<file path="src/rtl/cfg_loader_pkg.sv">
package cfg_loader_pkg;

  localparam int WORD_W   = 16;
  localparam int CMD_W    = 9;
  localparam logic [CMD_W-1:0] ROM_CMD = 9'b1_10_000000;

  localparam int POS_HD   = 10;
  localparam int POS_FD   = 9;
  localparam int POS_T4   = 8;

  typedef enum logic [1:0] {
    SRC_STRAP = 2'b00,
    SRC_HOST  = 2'b01,
    SRC_ROM   = 2'b10
  } src_mode_t;

  typedef enum logic [1:0] {
    LD_LATCH = 2'b00,
    LD_RUN   = 2'b01,
    LD_HOLD  = 2'b10
  } ld_state_t;

  function automatic src_mode_t decode_mode(input logic [1:0] raw);
    case (raw)
      2'b10:   return SRC_ROM;
      2'b01:   return SRC_HOST;
      default: return SRC_STRAP;
    endcase
  endfunction

  function automatic logic cmd_bit(input int idx);
    if (idx < CMD_W) return ROM_CMD[CMD_W-1-idx];
    return 1'b0;
  endfunction

endpackage

</file>
<file path="src/rtl/cfg_rom_reader.sv">
module cfg_rom_reader
  import cfg_loader_pkg::*;
#(
  parameter int HALF_CYC = 113
) (
  input  logic              clk,
  input  logic              rst_n,
  input  logic              start_i,
  input  logic              rom_sdi_i,
  output logic              rom_clk_o,
  output logic              rom_sdo_o,
  output logic [WORD_W-1:0] word_o,
  output logic              done_o
);

  localparam int CNT_W = (HALF_CYC > 1) ? $clog2(HALF_CYC) : 1;
  localparam int BITS  = CMD_W + WORD_W;
  localparam int IDX_W = $clog2(BITS + 1);

  logic              busy_q;
  logic              sck_q;
  logic              sdo_q;
  logic              done_q;
  logic [CNT_W-1:0]  cnt_q;
  logic [IDX_W-1:0]  idx_q;
  logic [WORD_W-1:0] sh_q;
  logic              phase_end;

  assign phase_end = (cnt_q == CNT_W'(HALF_CYC - 1));

  always_ff @(posedge clk or negedge rst_n) begin
    if (!rst_n) begin
      busy_q <= 1'b0;
      sck_q  <= 1'b0;
      sdo_q  <= 1'b0;
      done_q <= 1'b0;
      cnt_q  <= '0;
      idx_q  <= '0;
      sh_q   <= '0;
    end else if (start_i && !busy_q && !done_q) begin
      busy_q <= 1'b1;
      sck_q  <= 1'b0;
      cnt_q  <= '0;
      idx_q  <= '0;
      sdo_q  <= cmd_bit(0);
    end else if (busy_q) begin
      if (!phase_end) begin
        cnt_q <= cnt_q + 1'b1;
      end else begin
        cnt_q <= '0;
        if (!sck_q) begin
          sck_q <= 1'b1;
        end else begin
          sck_q <= 1'b0;
          if (idx_q >= IDX_W'(CMD_W))
            sh_q <= {rom_sdi_i, sh_q[WORD_W-1:1]};
          if (idx_q == IDX_W'(BITS - 1)) begin
            busy_q <= 1'b0;
            done_q <= 1'b1;
            sdo_q  <= 1'b0;
          end else begin
            idx_q <= idx_q + 1'b1;
            sdo_q <= cmd_bit(int'(idx_q) + 1);
          end
        end
      end
    end
  end

  assign rom_clk_o = sck_q;
  assign rom_sdo_o = sdo_q;
  assign word_o    = sh_q;
  assign done_o    = done_q;

endmodule

</file>
<file path="src/rtl/cfg_host_capture.sv">
module cfg_host_capture
  import cfg_loader_pkg::*;
#(
  parameter int SYNC_STAGES = 2
) (
  input  logic              clk,
  input  logic              rst_n,
  input  logic              arm_i,
  input  logic              host_clk_i,
  input  logic              host_dat_i,
  output logic [WORD_W-1:0] word_o,
  output logic              done_o
);

  localparam int CNT_W = $clog2(WORD_W + 1);

  logic [SYNC_STAGES-1:0] clk_sync;
  logic [SYNC_STAGES-1:0] dat_sync;

  genvar g;
  generate
    for (g = 0; g < SYNC_STAGES; g++) begin : g_sync
      if (g == 0) begin : g_first
        always_ff @(posedge clk or negedge rst_n) begin
          if (!rst_n) begin
            clk_sync[0] <= 1'b0;
            dat_sync[0] <= 1'b0;
          end else begin
            clk_sync[0] <= host_clk_i;
            dat_sync[0] <= host_dat_i;
          end
        end
      end else begin : g_next
        always_ff @(posedge clk or negedge rst_n) begin
          if (!rst_n) begin
            clk_sync[g] <= 1'b0;
            dat_sync[g] <= 1'b0;
          end else begin
            clk_sync[g] <= clk_sync[g-1];
            dat_sync[g] <= dat_sync[g-1];
          end
        end
      end
    end
  endgenerate

  logic              clk_prev_q;
  logic              rise;
  logic [CNT_W-1:0]  cnt_q;
  logic [WORD_W-1:0] sh_q;

  assign rise = clk_sync[SYNC_STAGES-1] && !clk_prev_q;

  always_ff @(posedge clk or negedge rst_n) begin
    if (!rst_n) begin
      clk_prev_q <= 1'b0;
      cnt_q      <= '0;
      sh_q       <= '0;
    end else begin
      clk_prev_q <= clk_sync[SYNC_STAGES-1];
      if (arm_i && rise && (cnt_q < CNT_W'(WORD_W))) begin
        sh_q  <= {dat_sync[SYNC_STAGES-1], sh_q[WORD_W-1:1]};
        cnt_q <= cnt_q + 1'b1;
      end
    end
  end

  assign word_o = sh_q;
  assign done_o = (cnt_q == CNT_W'(WORD_W));

endmodule

</file>
<file path="src/rtl/cfg_strap_builder.sv">
module cfg_strap_builder
  import cfg_loader_pkg::*;
(
  input  logic              clk,
  input  logic              rst_n,
  input  logic              start_i,
  input  logic              hd_i,
  input  logic              fd_i,
  input  logic              t4_i,
  output logic [WORD_W-1:0] word_o,
  output logic              done_o
);

  logic [WORD_W-1:0] word_q;
  logic              done_q;

  always_ff @(posedge clk or negedge rst_n) begin
    if (!rst_n) begin
      word_q <= '0;
      done_q <= 1'b0;
    end else if (start_i && !done_q) begin
      word_q         <= '0;
      word_q[POS_HD] <= hd_i;
      word_q[POS_FD] <= fd_i;
      word_q[POS_T4] <= t4_i;
      done_q         <= 1'b1;
    end
  end

  assign word_o = word_q;
  assign done_o = done_q;

endmodule

</file>
<file path="src/rtl/cfg_word_loader.sv">
module cfg_word_loader
  import cfg_loader_pkg::*;
#(
  parameter int HALF_CYC    = 113,
  parameter int SYNC_STAGES = 2
) (
  input  logic        clk,
  input  logic        rst_n,
  input  logic [1:0]  mode_i,
  input  logic        strap_hd_i,
  input  logic        strap_fd_i,
  input  logic        strap_t4_i,
  output logic        rom_clk_o,
  output logic        rom_clk_oe_o,
  output logic        rom_sdo_o,
  input  logic        host_clk_i,
  input  logic        ser_data_i,
  output logic [15:0] cfg_word_o,
  output logic        cfg_valid_o
);

  src_mode_t         mode_q;
  ld_state_t         st_q;
  logic              start_q;
  logic [WORD_W-1:0] cfg_q;
  logic              valid_q;

  logic [WORD_W-1:0] rom_word, host_word, strap_word, sel_word;
  logic              rom_done, host_done, strap_done, sel_done;

  always_ff @(posedge clk or negedge rst_n) begin
    if (!rst_n) begin
      mode_q  <= SRC_STRAP;
      st_q    <= LD_LATCH;
      start_q <= 1'b0;
      cfg_q   <= '0;
      valid_q <= 1'b0;
    end else begin
      start_q <= 1'b0;
      case (st_q)
        LD_LATCH: begin
          mode_q  <= decode_mode(mode_i);
          start_q <= 1'b1;
          st_q    <= LD_RUN;
        end
        LD_RUN: begin
          if (sel_done) begin
            cfg_q   <= sel_word;
            valid_q <= 1'b1;
            st_q    <= LD_HOLD;
          end
        end
        default: st_q <= LD_HOLD;
      endcase
    end
  end

  cfg_rom_reader #(
    .HALF_CYC (HALF_CYC)
  ) u_rom (
    .clk       (clk),
    .rst_n     (rst_n),
    .start_i   (start_q && (mode_q == SRC_ROM)),
    .rom_sdi_i (ser_data_i),
    .rom_clk_o (rom_clk_o),
    .rom_sdo_o (rom_sdo_o),
    .word_o    (rom_word),
    .done_o    (rom_done)
  );

  cfg_host_capture #(
    .SYNC_STAGES (SYNC_STAGES)
  ) u_host (
    .clk        (clk),
    .rst_n      (rst_n),
    .arm_i      ((st_q == LD_RUN) && (mode_q == SRC_HOST)),
    .host_clk_i (host_clk_i),
    .host_dat_i (ser_data_i),
    .word_o     (host_word),
    .done_o     (host_done)
  );

  cfg_strap_builder u_strap (
    .clk     (clk),
    .rst_n   (rst_n),
    .start_i (start_q && (mode_q == SRC_STRAP)),
    .hd_i    (strap_hd_i),
    .fd_i    (strap_fd_i),
    .t4_i    (strap_t4_i),
    .word_o  (strap_word),
    .done_o  (strap_done)
  );

  always_comb begin
    case (mode_q)
      SRC_ROM:  begin sel_word = rom_word;   sel_done = rom_done;   end
      SRC_HOST: begin sel_word = host_word;  sel_done = host_done;  end
      default:  begin sel_word = strap_word; sel_done = strap_done; end
    endcase
  end

  assign rom_clk_oe_o = (mode_q == SRC_ROM);
  assign cfg_word_o   = cfg_q;
  assign cfg_valid_o  = valid_q;

endmodule

</file>
<file path="config.mk">
export PLATFORM = sky130hd
export DESIGN_NAME = cfg_word_loader
export DESIGN_NICKNAME = d
export VERILOG_FILES = /design/src/rtl/cfg_loader_pkg.sv /design/src/rtl/cfg_rom_reader.sv /design/src/rtl/cfg_host_capture.sv /design/src/rtl/cfg_strap_builder.sv /design/src/rtl/cfg_word_loader.sv
export SDC_FILE = /design/constraint.sdc
export NUM_CORES = 1
export LEC_CHECK = 0
export BUFFER_PORTS_ARGS = -buffer_cell sky130_fd_sc_hd__buf_4
export CAP_MARGIN = 20
export CORE_ASPECT_RATIO = 1.1
export CORE_MARGIN = 5
export CORE_UTILIZATION = 45
export CTS_CLUSTER_SIZE = 16
export DETAILED_ROUTE_END_ITERATION = 7
export GPL_TIMING_DRIVEN = 0
export PLACE_DENSITY = 0.64
export SLEW_MARGIN = 20
export SYNTH_ARGS = -nofsm -noshare
export SYNTH_HDL_FRONTEND = slang
export SYNTH_SLANG_ARGS = --single-unit
</file>
<file path="constraint.sdc">
create_clock -name clk -period 2.4 [get_ports clk]
set_clock_uncertainty 0.15 [all_clocks]
set_input_delay 0.48 -clock clk [delete_from_list [all_inputs] [get_ports clk]]
set_output_delay 0.48 -clock clk [all_outputs]
set_load 0.05 [all_outputs]
</file>
==> results.ini, run 1 <==
[outcome]
outcome=complete, but fails checks
violations=negative hold slack

[clocking]
cts_num_sinks=84
cts_root_buf=clkbuf_8
cts_tree=yes
htree_levels=3
clock_path_buffers=2
clk_latency_ns=0.34
path_clk_slew_ns=0.09
numCtsBuffers=9

[place]
placement.io_buffers=28
dp_hpwl_um=5160
place_area_um2=4160
gp_congestion=0.790

[timing]
relSlewSlack=0.468
setup_viol=0
worst_pin_slew_ns=0.795
hold_ws_ns=-0.00692
rsz0062_at_grt=no
post-route-min-period_ns=2.32
drv_slew=0
post-route-period-util=0.966
hold_viol=4
clock.fmax_mhz=431

[finish]
layout_commonest_cell=nand2_1
n_antenna_cell=0
layout_common_cells=nand2_1 (98), dfrtp_1 (83), o21ai_0 (35)
syn_to_final_growth_pct=14.9
drive_above_1_share=0.187
final_cell_area_um2=4370
nNetsFinal=431

[die]
row_count=35
dieArea_um2=10400
die_x_um=97.7
fp.coreArea_um2=8320
num_io_pins=29
start_util=0.458
die_y_um=106

[logic_synthesis]
ys_seq_elements=84
syn_inst=373
seq_area_frac_synth=0.552
syn_area_um2=3810
synth-edff-count=0
syn-num-nets=392
synth_ff_type=dfrtp_1
yosys_warnings=0
ys_types=43
async_flop_share=1.00
avgSynthCellArea_um2=10.2

[global_route]
grt.overflow.total=0
grt_pass1_vias=2670
grt_start_max_net_pins=85
grt_pass1_wl_um=12600
grt.total_usage=0.149
grt_antenna_before_repair=0

[critical_path]
reg2reg_from=u_rom.idx_q[0]$_DFFE_PN0P_
worst_setup_path_end_kind=flop
crit_start=u_rom.idx_q[0]$_DFFE_PN0P_
crit_buf_inv=1
cp-start-kind=flop
max_stage_delay_ns=0.53
worstPathArrival_ns=2.39
rr_endpoint=u_rom.word_o[8]$_DFFE_PN0P_
crit_type=flop to flop
worstPathMaxFanout=10
path_delay_family=simple AND/OR/NAND/NOR gates
rrSetupSlack_ns=0.08
crit_slowest_cell=or4_4
r2r_cells=6
path_cells=ha_1 > or4_4 > a21oi_2 > nor3_2 > buf_6 > mux2_4
worstPathRequired_ns=2.47

[route]
via_count=2716
vias_per_cell=5.14
drc=0
routed_wl_um=7340
ant_nets=0
drt_iter0_markers=121
wl_per_cell_um=13.9
dr.pass1.iters=4

[worst_hold_path]
hold_path.class=input port to async pin

[pwr]
combPwrFrac=0.244
total_power_mw=3.51
p_leak_nw=2.09
switching_share=0.335
ir_worst_vdd_v=0.000404
intPower_mw=2.33
power_frac_clock=0.277
cellPowerDensity_nw_per_um2=801
switchingPower_mw=1.18
seqPwrFrac=0.479

[run]
cap_violations=0

sequential cells by signal (all words and copies together), names as in the netlist:
| name | cells |
|---|---|
| u_rom.cnt_q | 7 |
| mode_q | 2 |
| u_rom.rom_clk_o | 1 |
| u_strap.word_o | 3 |
| u_host.dat_sync | 2 |
| u_rom.word_o | 16 |
| u_rom.idx_q | 5 |
| u_host.clk_prev_q | 1 |
| start_q | 1 |
| u_rom.rom_sdo_o | 1 |
| u_host.cnt_q | 5 |
| u_host.clk_sync | 2 |
| u_strap.done_o | 1 |
| u_rom.done_o | 1 |
| st_q | 2 |
| u_rom.busy_q | 1 |
| cfg_valid_o | 1 |
| cfg_word_o | 16 |
| u_host.word_o | 16 |
power by group through the flow:
| stage | combinational (mW) | sequential [mW] | clock (mW) |
|---|---|---|---|
| after floorplan | 0.467 | 1.81 | 0 |
| after CTS | 0.871 | 1.68 | 1.01 |
| final | 0.854 | 1.68 | 0.971 |
| after global placement | 0.854 | 1.70 | 0 |
| after detailed placement | 0.862 | 1.71 | 0 |
| after global routing | 0.962 | 1.71 | 1.07 |
stage by stage:
step,cells,TNS [ns],setup slack [ns],utilization,hold WS (ns)
floorplan,373,0,0.110,-,0.0344
global placement,512,-2.00,-0.199,0.500,0.184
detailed placement,512,-3.15,-0.191,0.500,0.191
CTS,529,0,0.0247,0.524,0.0784
global route,528,0,0.000718,0.526,0.0673
finish,528,0,0.0813,0.526,-0.00692
worst reg2reg max path, delay by kind of cell (launching register included):
family	cells	cell delay (ns)
flops	1	0.50
buf+inv	1	0.19
simple gates	2	0.65
compound gates	1	0.16
mux	1	0.30
fa+ha+maj	1	0.25
cells by family (layout without fill, tap and decap cells):
kind of cell               count (synthesis)  count (layout)  share of synthesized area
and+or+nand+nor                          142             142                      0.165
adders and majority gates                 10              10                     0.0329
buffers and inverters                     33              77                     0.0355
xor gates and xnor gates                   8               8                     0.0184
DFF                                       84              84                      0.552
muxes                                     19              19                     0.0661
AOI/OAI and AO/OA                         77              77                      0.130
Yosys cell counts (all sizes together), types with 2 or more instances:
cell | number | area share
clkbuf | 13 | 0.013
nor2b | 4 | 0.0066
a31oi | 3 | 0.0049
a22o | 15 | 0.035
o22ai | 2 | 0.0033
nand4 | 7 | 0.012
xnor2 | 5 | 0.012
a21o | 2 | 0.0039
o21ai | 37 | 0.049
buf | 5 | 0.0079
nand3b | 2 | 0.0039
a22oi | 4 | 0.0079
nand2 | 98 | 0.097
inv | 15 | 0.015
xor2 | 3 | 0.0069
ha | 10 | 0.033
nor2 | 13 | 0.013
and3 | 2 | 0.0033
mux2 | 19 | 0.066
a21oi | 7 | 0.010
nand2b | 4 | 0.0066
dfrtp | 84 | 0.55
nor3 | 6 | 0.0092
cell type report:
class	instances	area [µm²]
Fill cell	760	3950
Sequential cell	84	2100
Multi-Input combinational cell	256	1580
Timing Repair Buffer	29	221
Tap cell	111	139
Clock buffer	10	128
Buffer	17	80.1
Clock inverter	6	65.1
Inverter	15	56.3
per-layer routing:
metal  vias to the layer above  global-route usage  routed length [µm]
li1                       1350                   -                   -
met1                      1318               0.183                3340
met2                        41               0.250                3600
met3                         7              0.0453                 297
met4                         0              0.0475                  97
met5                         -                   0                   0
worst max path at each step:
stage                                  end  slack, ns  depth (start not counted)
4_1_cts        u_rom.word_o[8]$_DFFE_PN0P_       0.02                          7
3_5_place_dp    u_rom.idx_q[1]$_DFFE_PN0P_      -0.19                          7
2_1_floorplan   u_rom.idx_q[0]$_DFFE_PN0P_       0.11                          7
5_1_grt        u_rom.word_o[8]$_DFFE_PN0P_     0.0007                          6
3_3_place_gp    u_rom.idx_q[1]$_DFFE_PN0P_      -0.20                          7
6_report       u_rom.word_o[8]$_DFFE_PN0P_       0.08                          6
repair_timing:
item,in CTS,in global routing
hold buffers,0,0
hold endpoints to repair,0,0
pin swaps,1,0
gates resized for setup,3,7
endpoints found under the setup margin,33,27
setup buffers,1,0
No activity file was read; power rests on OpenSTA's default activity.
==> run 2: changes to the inputs <==
CORE_MARGIN = 3   (was 5)
==> run 2 against run 1 <==
The run now ends clean. Setup slack gained 0.018 ns. Clock power grew 13%. Combinational power is essentially flat. Flip-flop and latch count is the same. Maximum frequency grew 0.78%. Routed wire length shrank 2.2%. Sequential power is essentially flat. Via count shrank 0.15%. Non-clock buffer count is the same.
==> results.ini, run 2 (synthesized netlist as in run 1, its figures left out) <==
[place]
post-place-ws_ns=-0.204  ; -0.0124 ns
dp_hpwl_um=5040  ; -2.2%
dp.cells=509  ; -0.59%
gp_congestion=0.808  ; +2.3%
placement.io_buffers=28  ; unchanged

[die]
die_x_um=93.7  ; -4.1%
start_util=0.471  ; +0.0135
num_io_pins=29  ; unchanged
dieArea_um2=9600  ; -7.7%
die_y_um=102  ; -3.8%
row_count=34  ; -2.9%
fp.coreArea_um2=8080  ; -2.9%

[global_route]
grt_pass1_wl_um=12400  ; -1.9%
grt_pass1_vias=2637  ; -1.2%
grt.overflow.total=0  ; unchanged
grt_start_max_net_pins=85  ; unchanged
grt.total_usage=0.164  ; +0.0157
grt_antenna_before_repair=0  ; unchanged

[timing]
rsz0062_at_grt=no
worst_pin_slew_ns=0.815  ; +0.0201 ns
hold_ws_ns=0.0278  ; +0.0347 ns
setup_viol=0  ; unchanged
tns_ns=0  ; unchanged
post-route-min-period_ns=2.30  ; -0.0180 ns
drv_slew=0  ; unchanged
final.setup.worst_slack_ns=0.0994  ; +0.0180 ns
clock.fmax_mhz=435  ; +0.78%
hold_viol=0  ; -4
relSlewSlack=0.454  ; -0.0135
post-route-period-util=0.959  ; -0.00752

[outcome]
outcome=complete, no violations

[critical_path]
worstPathArrival_ns=2.38  ; about the same
worstPathMaxFanout=10  ; unchanged
worstPathRequired_ns=2.48  ; about the same
crit_type=flop to flop
cp-start-kind=flop
worst_setup_path_end_kind=flop

[clocking]
clock_path_buffers=2  ; unchanged
htree_levels=3  ; unchanged
hold_buffers=0  ; unchanged
cts_root_buf=clkbuf_8
numCtsBuffers=9  ; unchanged
cts_num_sinks=84  ; unchanged
path_clk_slew_ns=0.09  ; about the same
cts_tree=yes
clk_latency_ns=0.34  ; about the same

[route]
via_count=2712  ; -0.15%
drc=0  ; unchanged
vias_per_cell=5.17  ; +0.42%
wl_per_cell_um=13.7  ; -1.7%
routed_wl_um=7180  ; -2.2%
drt_iter0_markers=125  ; +3.3%
ant_nets=0  ; unchanged
dr.pass1.iters=4  ; unchanged

[worst_hold_path]
hold_path.class=input port to async pin

[pwr]
p_leak_nw=2.12  ; +1.3%
ir_worst_vdd_v=0.000503  ; +24%
total_power_mw=3.64  ; +3.8%
cellPowerDensity_nw_per_um2=827  ; +3.2%

[finish]
fillCellCount=744  ; -2.1%
syn_to_final_growth_pct=15.6
drive_above_1_share=0.182  ; -0.00480
n_antenna_cell=0  ; unchanged
layout_common_cells=nand2_1 (98), dfrtp_1 (83), o21ai_0 (35)
stdcell_count=525  ; -0.57%
nNetsFinal=431  ; unchanged
layout_commonest_cell=nand2_1

[run]
cap_violations=0  ; unchanged

[run 2: metal layers]
metal  global-route usage  routed length, µm  up-vias  part of all wire
li1                     -                  -     1353                 -
met1                0.212               3320     1300              0.46
met2                0.273               3510       48              0.49
met3               0.0302                232       11             0.032
met4               0.0711                116        0             0.016
met5                    0                  0        -                 0
[run 2: final cells by class]
class                           count  area, µm²  share of cell area
Timing Repair Buffer               29        221              0.0503
Tap cell                          108        135              0.0307
Inverter                           15       56.3              0.0128
Buffer                             17       77.6              0.0176
Clock buffer                        9        124              0.0281
Sequential cell                    84       2100               0.478
Clock inverter                      7       98.8              0.0225
Multi-Input combinational cell    256       1590               0.360
[run 2: path summary, 6_finish.rpt]
path                                                    from                            to  slack [ns]  cells after the start
max in group asynchronous                              rst_n    u_rom.idx_q[1]$_DFFE_PN0P_        1.55                      1
worst max register to register    u_rom.idx_q[0]$_DFFE_PN0P_  u_rom.word_o[10]$_DFFE_PN0P_         0.1                      6
worst max-delay path              u_rom.idx_q[0]$_DFFE_PN0P_  u_rom.word_o[10]$_DFFE_PN0P_         0.1                      6
min in group clk                                  host_clk_i  u_host.clk_sync[0]$_DFF_PN0_        0.09                      1
worst min register to register  u_host.dat_sync[0]$_DFF_PN0_  u_host.dat_sync[1]$_DFF_PN0_        0.21                      0
worst min-delay path                                   rst_n  u_host.word_o[0]$_DFFE_PN0P_        0.03                      1
[run 2: report_power, final]
group	total, mW	internal (mW)	switching (mW)
clock	1.10	0.593	0.505
combinational	0.857	0.281	0.576
sequential	1.68	1.57	0.118
[run 2: timing repair]
action                     in CTS  in global routing
pin swaps                       1                  0
gates resized for setup         3                  4
buffers inserted                1                  0
setup endpoints to repair      32                 27
gates cloned                    0                  0
[run 2: per-stage QoR]
stage / utilization / area, µm²
3_3_place_gp: 0.514 / 4150
2_1_floorplan: - / 3810
4_1_cts: 0.543 / 4390
6_report: 0.545 / 4400
5_1_grt: 0.545 / 4400
3_5_place_dp: 0.514 / 4150
[run 2: worst max-delay path: stages (launching register included)]
cell and delay [ns]:
dfrtp_1 0.49, ha_1 0.25, or4_4 0.53, a21oi_2 0.20
nor3_4 0.09, buf_6 0.17, mux2_4 0.31
==> run 3: changes to the inputs <==
BUFFER_PORTS_ARGS = unset   (was -buffer_cell sky130_fd_sc_hd__buf_4)
DONT_BUFFER_PORTS = 1   (was unset)
PLACE_DENSITY = 0.61   (was 0.64)
==> run 3 against run 2 <==
Via count down 3.1%. Flip-flop and latch count unchanged. Register-to-register slack about the same. Hold slack worse by 0.37 ns. Critical path depth unchanged. Maximum frequency up 0.63%. Clock power down 7%. Combinational power down 25%. Die area unchanged. The flow now finishes with violations (negative hold slack). Setup slack better by 0.014 ns. Clock-buffer cell count up 1. Largest cell class unchanged.
==> results.ini, run 3 (synthesized netlist as in run 1, its figures left out) <==
[clocking]
cts_num_sinks=84  ; unchanged
htree_levels=3  ; unchanged
cts_tree=yes
clock_path_buffers=2  ; unchanged
path_clk_slew_ns=0.09  ; about the same
hold_buffers=2  ; +2
numCtsBuffers=9  ; unchanged
clk_latency_ns=0.35  ; about the same
cts_root_buf=clkbuf_8

[global_route]
grt_antenna_before_repair=0  ; unchanged
grt.total_usage=0.168  ; +0.00416
grt_pass1_vias=2550  ; -3.3%
grt_pass1_wl_um=12600  ; +2.0%
grt_start_max_net_pins=85  ; unchanged
grt.overflow.total=0  ; unchanged

[place]
placement.io_buffers=0  ; -100%
dp_hpwl_um=5020  ; -0.41%
gp_congestion=0.761  ; -5.8%
dp.cells=481  ; -5.5%

[outcome]
violations=negative hold slack
outcome=complete, but fails checks

[critical_path]
r2r_cells=6  ; unchanged
worst_setup_path_end_kind=flop
worstPathArrival_ns=2.37  ; about the same
crit_type=flop to flop
cp-start-kind=flop
rr_endpoint=u_rom.word_o[7]$_DFFE_PN0P_
worstPathMaxFanout=10  ; unchanged
reg2reg_from=u_rom.idx_q[0]$_DFFE_PN0P_
rrSetupSlack_ns=0.11  ; about the same
worstPathRequired_ns=2.48  ; about the same

[run]
cap_violations=0  ; unchanged

[die]
fp.coreArea_um2=8080  ; unchanged
num_io_pins=29  ; unchanged
dieArea_um2=9600  ; unchanged
die_y_um=102  ; unchanged
start_util=0.471  ; unchanged
die_x_um=93.7  ; unchanged
row_count=34  ; unchanged

[route]
vias_per_cell=5.28  ; +2.1%
dr.pass1.iters=4  ; unchanged
wl_per_cell_um=14.8  ; +7.9%
drt_iter0_markers=140  ; +12%
routed_wl_um=7350  ; +2.4%
via_count=2627  ; -3.1%
drc=0  ; unchanged
ant_nets=0  ; unchanged

[timing]
relSlewSlack=0.473  ; +0.0190
drv_slew=0  ; unchanged
hold_ws_ns=-0.339  ; -0.367 ns
clock.fmax_mhz=437  ; +0.63%
setup_viol=0  ; unchanged
post-route-min-period_ns=2.29  ; -0.0145 ns
hold_viol=84  ; +84
post-route-period-util=0.953  ; -0.00604
worst_pin_slew_ns=0.786  ; -0.0284 ns
rsz0062_at_grt=no

[finish]
syn_to_final_growth_pct=10.3
drive_above_1_share=0.126  ; -0.0566
layout_common_cells=nand2_1 (98), dfrtp_1 (83), o21ai_0 (34)
layout_commonest_cell=nand2_1
nNetsFinal=405  ; -6.0%
fillCellCount=762  ; +2.4%
stdcell_count=498  ; -5.1%
n_antenna_cell=0  ; unchanged
fin_util=0.520  ; -0.0249

[pwr]
p_leak_nw=1.97  ; -7.3%
ir_worst_vdd_v=0.000379  ; -25%
cellPowerDensity_nw_per_um2=830  ; +0.35%
total_power_mw=3.48  ; -4.2%

[worst_hold_path]
hold_path.class=input port to async pin

-- run 3: metrics by stage --
step / cell area (µm²) / worst slack, ns / TNS, ns
2_1_floorplan: 3810 / 0.110 / 0
3_3_place_gp: 3940 / -0.542 / -10.88
3_5_place_dp: 3940 / -0.584 / -11.43
4_1_cts: 4190 / 0.0229 / 0
5_1_grt: 4200 / 0.00205 / 0
6_report: 4200 / 0.114 / 0
-- run 3: how the worst max path moves through the flow --
stage / to / cells after the start / start / slack [ns]
after floorplan: u_rom.idx_q[0]$_DFFE_PN0P_ / 7 / mode_q[0]$_DFFE_PN0P_ / 0.11
final: u_rom.word_o[7]$_DFFE_PN0P_ / 6 / u_rom.idx_q[0]$_DFFE_PN0P_ / 0.11
after CTS: u_rom.word_o[7]$_DFFE_PN0P_ / 7 / u_rom.idx_q[1]$_DFFE_PN0P_ / 0.02
after global routing: cfg_word_o[8]$_DFFE_PN0P_ / 9 / mode_q[0]$_DFFE_PN0P_ / 0.002
after detailed placement: u_rom.idx_q[4]$_DFFE_PN0P_ / 7 / mode_q[0]$_DFFE_PN0P_ / -0.58
after global placement: u_rom.idx_q[0]$_DFFE_PN0P_ / 7 / mode_q[0]$_DFFE_PN0P_ / -0.54
-- run 3: power by group --
group,leakage (nW),switching (mW),total [mW],internal (mW)
sequential,1.12,0.261,1.82,1.56
combinational,0.753,0.408,0.643,0.235
clock,0.0910,0.510,1.02,0.507
total,1.97,1.18,3.48,2.31
-- run 3: layout make-up --
class                   count  area, µm²  share of cell area
multi-input cells         256       1600               0.380
clock inverters             5       61.3              0.0146
inverters                  15       56.3              0.0134
well taps                 108        135              0.0322
plain buffers              17       81.3              0.0194
clock buffers              10        138              0.0328
repair buffers              3       27.5             0.00655
flip-flops and latches     84       2100               0.501
-- run 3: layer usage --
layer	up-vias	track usage	wire length (µm)
met3	8	0.0390	253
li1	1293	-	-
met4	0	0.0600	102
met1	1283	0.223	3440
met2	43	0.273	3550
met5	-	0	0
-- run 3: what timing repair did --
item | 4_1_cts | 5_1_grt
setup buffers | 1 | 0
pin swaps | 1 | 0
resized for setup | 6 | 6
setup endpoints to repair | 43 | 26
endpoints found under the hold margin | 86 | 84
-- run 3: worst max-delay path: stages, from the launching register on --
cell and delay (ns):
dfrtp_1 0.49, ha_1 0.24, or4_4 0.53, a21oi_2 0.20, nor3_4 0.09, buf_6 0.17
mux2_4 0.30
